<file path="config.mk">
export PLATFORM = sky130hd
export DESIGN_NAME = gate_operator
export DESIGN_NICKNAME = d
export VERILOG_FILES = /design/src/rtl/gate_pkg.sv /design/src/rtl/gate_debounce.sv /design/src/rtl/gate_datapath.sv /design/src/rtl/gate_ctrl.sv /design/src/rtl/gate_operator.sv
export SDC_FILE = /design/constraint.sdc
export NUM_CORES = 1
export LEC_CHECK = 0
export ABC_AREA = 1
export BUFFER_PORTS_ARGS = -buffer_cell sky130_fd_sc_hd__clkbuf_2
export CAP_MARGIN = 20
export CORE_MARGIN = 4
export CORE_UTILIZATION = 50
export DETAILED_ROUTE_END_ITERATION = 8
export GPL_ROUTABILITY_DRIVEN = 0
export PLACE_DENSITY_LB_ADDON = 0.3
export SLEW_MARGIN = 20
export SYNTH_ARGS = -nofsm -noshare
export SYNTH_HDL_FRONTEND = slang
export SYNTH_SLANG_ARGS = --single-unit
</file>
<file path="constraint.sdc">
create_clock -name clk -period 2.7 [get_ports clk]
set_clock_uncertainty 0.15 [all_clocks]
set_input_delay 0.54 -clock clk [delete_from_list [all_inputs] [get_ports clk]]
set_output_delay 0.54 -clock clk [all_outputs]
set_load 0.05 [all_outputs]
</file>
<file path="src/rtl/gate_pkg.sv">
package gate_pkg;

  typedef enum logic [2:0] {
    ST_CLOSED   = 3'd0,
    ST_OPENING  = 3'd1,
    ST_OPEN     = 3'd2,
    ST_CLOSING  = 3'd3,
    ST_LOCKED   = 3'd4,
    ST_TEST_OFF = 3'd5,
    ST_TEST_ON  = 3'd6
  } gateState_t;

  // control -> datapath
  typedef struct packed {
    logic pauseRun;
    logic pauseClr;
    logic testClr;
    logic flashEn;
  } ctrlStrobe_t;

  // datapath -> control
  typedef struct packed {
    logic openEdge;
    logic stopAct;
    logic safeAct;
    logic limOpen;
    logic limClosed;
    logic pauseDone;
    logic testDone;
  } dpStatus_t;

endpackage

</file>
<file path="src/rtl/gate_debounce.sv">
module gate_debounce #(
  parameter int WIDTH = 5,
  parameter int DEB_CYCLES = 1000,
  parameter logic [WIDTH-1:0] RST_VAL = '0
) (
  input  logic             clk,
  input  logic             rstN,
  input  logic [WIDTH-1:0] rawIn,
  output logic [WIDTH-1:0] cleanOut
);

  localparam int CW = $clog2(DEB_CYCLES + 1);

  for (genvar i = 0; i < WIDTH; i++) begin : g_bit
    logic          syncA;
    logic          syncB;
    logic          cleanBit;
    logic [CW-1:0] cnt;

    always_ff @(posedge clk) begin
      if (!rstN) begin
        syncA    <= RST_VAL[i];
        syncB    <= RST_VAL[i];
        cleanBit <= RST_VAL[i];
        cnt      <= '0;
      end else begin
        syncA <= rawIn[i];
        syncB <= syncA;
        if (syncB == cleanBit) begin
          cnt <= '0;
        end else if (cnt == CW'(DEB_CYCLES - 1)) begin
          cleanBit <= syncB;
          cnt      <= '0;
        end else begin
          cnt <= cnt + 1'b1;
        end
      end
    end

    assign cleanOut[i] = cleanBit;
  end

endmodule

</file>
<file path="src/rtl/gate_datapath.sv">
module gate_datapath
  import gate_pkg::*;
#(
  parameter int DEB_CYCLES  = 1000,
  parameter int TICK_DIV    = 50000,
  parameter int PAUSE_TICKS = 30,
  parameter int TEST_CYCLES = 2008
) (
  input  logic        clk,
  input  logic        rstN,
  input  logic        openRaw,
  input  logic        stopRaw,
  input  logic        safetyRaw,
  input  logic        limOpenRaw,
  input  logic        limClosedRaw,
  input  ctrlStrobe_t strb,
  output dpStatus_t   status,
  output logic        lampOn,
  output logic        ledOpen,
  output logic        ledStop,
  output logic        ledSafety
);

  localparam int NIN = 5;
  localparam int TW  = $clog2(TICK_DIV + 1);
  localparam int PW  = $clog2(PAUSE_TICKS + 1);
  localparam int XW  = $clog2(TEST_CYCLES + 1);
  // bit order: open, stop, safety, limOpen, limClosed
  localparam logic [NIN-1:0] IDLE_LEVELS = 5'b00110;

  logic [NIN-1:0] rawVec;
  logic [NIN-1:0] cleanVec;
  logic           openPrev;
  logic [TW-1:0]  tickCnt;
  logic           tick;
  logic [PW-1:0]  pauseCnt;
  logic [XW-1:0]  testCnt;

  assign rawVec = {limClosedRaw, limOpenRaw, safetyRaw, stopRaw, openRaw};

  gate_debounce #(
    .WIDTH(NIN),
    .DEB_CYCLES(DEB_CYCLES),
    .RST_VAL(IDLE_LEVELS)
  ) deb_i (
    .clk(clk),
    .rstN(rstN),
    .rawIn(rawVec),
    .cleanOut(cleanVec)
  );

  assign tick = (tickCnt == TW'(TICK_DIV - 1));

  always_ff @(posedge clk) begin
    if (!rstN) begin
      openPrev <= 1'b0;
      tickCnt  <= '0;
      pauseCnt <= '0;
      testCnt  <= '0;
      lampOn   <= 1'b0;
    end else begin
      openPrev <= cleanVec[0];
      tickCnt  <= tick ? '0 : tickCnt + 1'b1;

      if (strb.pauseClr) pauseCnt <= '0;
      else if (strb.pauseRun && tick && pauseCnt != PW'(PAUSE_TICKS))
        pauseCnt <= pauseCnt + 1'b1;

      if (strb.testClr) testCnt <= '0;
      else if (testCnt != XW'(TEST_CYCLES)) testCnt <= testCnt + 1'b1;

      if (!strb.flashEn) lampOn <= 1'b0;
      else if (tick) lampOn <= ~lampOn;
    end
  end

  assign status.openEdge  = cleanVec[0] & ~openPrev;
  assign status.stopAct   = ~cleanVec[1];
  assign status.safeAct   = ~cleanVec[2];
  assign status.limOpen   = cleanVec[3];
  assign status.limClosed = cleanVec[4];
  assign status.pauseDone = (pauseCnt == PW'(PAUSE_TICKS));
  assign status.testDone  = (testCnt == XW'(TEST_CYCLES));

  assign ledOpen   = cleanVec[0];
  assign ledStop   = cleanVec[1];
  assign ledSafety = cleanVec[2];

endmodule

</file>
<file path="src/rtl/gate_ctrl.sv">
module gate_ctrl
  import gate_pkg::*;
(
  input  logic        clk,
  input  logic        rstN,
  input  logic        autoMode,
  input  logic        failSafeEn,
  input  dpStatus_t   status,
  output ctrlStrobe_t strb,
  output gateState_t  state
);

  gateState_t origin;
  gateState_t nxt;
  gateState_t originNxt;
  logic       pendClose;
  logic       pendNxt;
  logic       reqOpen;
  logic       reqClose;

  always_comb begin
    nxt       = state;
    originNxt = origin;
    pendNxt   = pendClose;
    reqOpen   = 1'b0;
    reqClose  = 1'b0;

    strb.testClr  = 1'b0;
    strb.flashEn  = (state == ST_OPENING) || (state == ST_CLOSING);
    strb.pauseRun = (state == ST_OPEN) && autoMode;
    strb.pauseClr = (state != ST_OPEN) || status.safeAct || status.openEdge;

    unique case (state)
      ST_CLOSED: begin
        if (status.openEdge && !status.stopAct) reqOpen = 1'b1;
      end
      ST_OPENING: begin
        if (status.stopAct) nxt = ST_LOCKED;
        else if (status.limOpen) nxt = ST_OPEN;
        else if (status.openEdge && !autoMode) nxt = ST_LOCKED;
      end
      ST_OPEN: begin
        if (status.stopAct) nxt = ST_LOCKED;
        else if (!status.safeAct) begin
          if (!autoMode && status.openEdge) reqClose = 1'b1;
          else if (autoMode && status.pauseDone && !status.openEdge) reqClose = 1'b1;
        end
      end
      ST_CLOSING: begin
        if (status.stopAct) nxt = ST_LOCKED;
        else if (status.limClosed) nxt = ST_CLOSED;
        else if (status.safeAct || status.openEdge) nxt = ST_OPENING;
      end
      ST_LOCKED: begin
        if (status.openEdge && !status.stopAct && !status.safeAct) reqClose = 1'b1;
      end
      ST_TEST_OFF: begin
        if (status.stopAct) nxt = ST_LOCKED;
        else if (status.testDone) begin
          if (status.safeAct) begin
            nxt          = ST_TEST_ON;
            strb.testClr = 1'b1;
          end else begin
            nxt = origin;
          end
        end
      end
      ST_TEST_ON: begin
        if (status.stopAct) nxt = ST_LOCKED;
        else if (status.testDone) begin
          if (!status.safeAct) nxt = pendClose ? ST_CLOSING : ST_OPENING;
          else nxt = origin;
        end
      end
      default: nxt = ST_CLOSED;
    endcase

    if (reqOpen || reqClose) begin
      if (failSafeEn) begin
        nxt          = ST_TEST_OFF;
        pendNxt      = reqClose;
        originNxt    = state;
        strb.testClr = 1'b1;
      end else begin
        nxt = reqClose ? ST_CLOSING : ST_OPENING;
      end
    end
  end

  always_ff @(posedge clk) begin
    if (!rstN) begin
      state     <= ST_CLOSED;
      origin    <= ST_CLOSED;
      pendClose <= 1'b0;
    end else begin
      state     <= nxt;
      origin    <= originNxt;
      pendClose <= pendNxt;
    end
  end

endmodule

</file>
<file path="src/rtl/gate_operator.sv">
module gate_operator
  import gate_pkg::*;
#(
  parameter int DEB_CYCLES  = 1000,
  parameter int TICK_DIV    = 50000,
  parameter int PAUSE_TICKS = 30
) (
  input  logic       clk,
  input  logic       rstN,
  input  logic       openRaw,
  input  logic       stopRaw,
  input  logic       safetyRaw,
  input  logic       limOpenRaw,
  input  logic       limClosedRaw,
  input  logic       autoMode,
  input  logic       failSafeEn,
  output logic       motorOpen,
  output logic       motorClose,
  output logic       lampOn,
  output logic       photoTxOn,
  output logic       ledOpen,
  output logic       ledStop,
  output logic       ledSafety,
  output logic       ledTest,
  output logic [2:0] stateCode
);

  // each self-test phase must outlast synchronizer plus debounce
  localparam int TEST_CYCLES = 2 * DEB_CYCLES + 8;

  ctrlStrobe_t strb;
  dpStatus_t   status;
  gateState_t  state;

  gate_datapath #(
    .DEB_CYCLES(DEB_CYCLES),
    .TICK_DIV(TICK_DIV),
    .PAUSE_TICKS(PAUSE_TICKS),
    .TEST_CYCLES(TEST_CYCLES)
  ) dp_i (
    .clk(clk),
    .rstN(rstN),
    .openRaw(openRaw),
    .stopRaw(stopRaw),
    .safetyRaw(safetyRaw),
    .limOpenRaw(limOpenRaw),
    .limClosedRaw(limClosedRaw),
    .strb(strb),
    .status(status),
    .lampOn(lampOn),
    .ledOpen(ledOpen),
    .ledStop(ledStop),
    .ledSafety(ledSafety)
  );

  gate_ctrl ctrl_i (
    .clk(clk),
    .rstN(rstN),
    .autoMode(autoMode),
    .failSafeEn(failSafeEn),
    .status(status),
    .strb(strb),
    .state(state)
  );

  assign motorOpen  = (state == ST_OPENING);
  assign motorClose = (state == ST_CLOSING);
  assign photoTxOn  = (state != ST_TEST_OFF);
  assign ledTest    = (state == ST_TEST_OFF) || (state == ST_TEST_ON);
  assign stateCode  = state;

endmodule

</file>
==> results.md <==
- Multi-input gate area: 2298 um2
- Residual DRC count: 0
- Worst-margin pin slew: 0.7377 ns
- Vias: 4073
- Die area: 11210 um2
- Buffers & Inverters on Critical Path: 1
- I/O Buffers: 19
- Fmax achieved: 426.9 MHz
- Vias in the first global route: 3724
- Fraction of registers with async set/reset: 0%
- Status: complete, no violations
- Commonest non-fill, non-tap cell in the layout: nand2_1
- CP top delay family: flip-flops
- Register share of total power: 54.3%
- Post-synth EDFFs: 0
- Max Root-Sink Buffers: 2
- TritonCTS Buffers: 9
- Die Y: ~110 um
- Peak VDD IR: 0.2998 mV
- YS warnings: 0
- CP max FO: 12
- Worst-Skew Late Latency: around 0.37 ns
- Top FF cell, synth: dfxtp_1
- # rows: 35
- Logic gate share of total power: 8.8%
- # fillers: 879
- Via-to-Cell Ratio: 5.060
- Worst path slowest cell: dfxtp_1
- PwrDens: 572.5 nW/um2
- Synthesized area: 4791 um2
- Synth Register Bits: 106
- P_int: 2.207 mW
- Syn_nets: around 670
- Reg clk slew, reported paths: approximately 0.10 ns
- Final Hold Vio Count: 0
- CP arrival: ~1.7 ns
- Finished Core Util: between 50% and 60%
- Drt first pass iters: 5
- Total track usage: 16.75%
- Sw frac: 26.19%
- Register area: 2122 um2
- Htree depth: 3
- Remaining antenna violation count: 0
- Pin count of the biggest net entering global routing: 20
- Total negative slack: 0 ns
- Dpl cells: 789
- Period Utilization, post-route: 86.76%
- Setup Buffers After CTS: 0
- Synth Instances: 650
- RSZ-0062 raised after global routing: no
- Net load switching power: a little under 0.8 mW
- Max Transition Viols Final: 0
- LEAKAGE: 2.004 nW
- Final setup vio count: 0
- Worst EP required: about 2 ns
- Root buf cell: clkbuf_8
- Nets: 690
- Area Overhead vs Synth: 9.010%
- CP Class: flop to primary output
- Hold_ws: 0.2016 ns
- Clock sink count: 106
- Core area: 9284 um2
- Routed length per placed instance: 11.03 um
- Synth Area per Inst: between 7 and 8 um2
- CTS tree: done
- Pre-CTS setup slack: 0.6938 ns
- R2R setup slack: 0.69 ns
- Tmin final: 2.342 ns
- DR iter-0 viols: roughly 170
- Initial antenna violation count: 0
- Fin cells: 805
- Post_cts resized: 0
- Share of cells above drive strength 1: 10.06%
- Sequential share of the synthesized area: 44.29%
- Element type at the critical path start: flop
- Critical path, cell by cell: nand3_1 > nand2_1 > clkbuf_2
- Total routed wirelength: between 8000 and 9000 um
- I/O pin count: 20
- Total gr overflow: 0
- Cell taking the most area after synthesis: dfxtp_1
- Inserted Diodes: 0
- Hold buffer count at CTS: 0
- Starting Density: between 50 and 60%
- Area contributors post-synth: dfxtp_1 44%, nand2_1 9.3%, nor2_1 6.7%, inv_1 6.0%, a21oi_1 5.9%
- Commonest non-fill, non-tap cells in the layout: 119 x nand2_1, 106 x dfxtp_1, 86 x nor2_1
- Post-synth top area share: 44.29%
- Netlist cell types: 41
- Post-detail-place hpwl: 6559 um
- Die width: 105.9 um
- Max_cap viols: 0
- CP peak stage delay: 0.61 ns
- Crit. End Element: primary output
- Min-Delay Path Class: input pin to flop
- First-pass GRT wire length: approximately 16000 um
- Clock Power Share: 37.0%
- Slew headroom: approximately half
- Fin worst setup slack: roughly 0.36 ns
[per-stage QoR]
step | instance area, um2 | total power [mW]
2_1_floorplan | 4796 | 1.868
3_3_place_gp | 4992 | 1.913
3_5_place_dp | 4992 | 1.917
4_1_cts | 5223 | 3.027
5_1_grt | 5223 | 3.122
6_report | 5223 | 2.990
[cell usage after synthesis, types with 3 or more instances]
master	number
nand2_2	3
nor3_1	33
nor3_2	3
a31oi_1	5
or2_2	13
nand2_1	119
inv_1	77
o21ai_0	13
nor2_1	86
nor3b_1	8
xnor2_1	5
dfxtp_1	106
nand3_1	46
buf_4	3
a21oi_1	56
a211oi_1	3
inv_2	5
ha_1	10
xor2_1	12
nor4_1	4
nand4_1	13
[worst paths after layout]
path / start / end / cells after the start
max reg2reg: dp_i.tickCnt[0]$_SDFF_PP0_ / dp_i.tickCnt[13]$_SDFF_PP0_ / 8
min: limClosedRaw / dp_i.deb_i.g_bit[4].syncA$_SDFF_PN0_ / 3
min reg2reg: dp_i.deb_i.g_bit[2].syncA$_SDFF_PN1_ / dp_i.deb_i.g_bit[2].syncB$_SDFF_PN1_ / 1
max: ctrl_i.state[2]$_SDFFE_PN0P_ / ledTest / 3
[sequential cells by signal, indices dropped and copies added (netlist names), 3 cells and up]
register / count
dp_i.testCnt: 11
dp_i.tickCnt: 16
dp_i.deb_i.g_bit.syncB: 5
ctrl_i.state: 3
dp_i.deb_i.g_bit.syncA: 5
dp_i.deb_i.g_bit.cnt: 50
dp_i.pauseCnt: 5
dp_i.deb_i.g_bit.cleanBit: 5
ctrl_i.origin: 3
[power by group through the flow]
stage	combinational, mW	clock [mW]	sequential (mW)
2_1_floorplan	0.201	0	1.67
3_3_place_gp	0.256	0	1.66
3_5_place_dp	0.260	0	1.66
4_1_cts	0.262	1.14	1.62
5_1_grt	0.294	1.20	1.63
6_report	0.263	1.10	1.62
[worst reg2reg max path, cell delays in order, from the launching register on]
cell and delay (ns):
dfxtp_1 0.37, ha_1 0.17, nand2_1 0.07, inv_1 0.07, nand2_1 0.07, or2_4 0.24, nor3_4 0.17, or2_1 0.47
nor3b_1 0.10
[per-layer routing]
| layer | vias to the layer above | GRT usage (%) | share of wire (%) |
|---|---|---|---|
| met3 | 14 | 3.980 | 4.0 |
| met2 | 58 | 28.78 | 47 |
| met5 | - | 0 | 0 |
| li1 | 2161 | - | - |
| met4 | 0 | 5.920 | 1.7 |
| met1 | 1840 | 20.43 | 47 |
[final cells by class]
cell class	count	area share [%]
clock buffers	9	2.372
clock inverters	7	2.036
repair buffers	20	1.965
well taps	129	3.091
inverters	82	5.894
multi-input cells	452	44.01
flip-flops and latches	106	40.63
[logic make-up after synthesis]
| kind of cell | share of synthesized area, % |
|---|---|
| compound gates | 9.402 |
| flops | 44.29 |
| fa+ha+maj | 2.612 |
| xor+xnor | 3.108 |
| buf+inv | 7.835 |
| simple gates | 32.75 |
(Power assumes the default switching activity.)
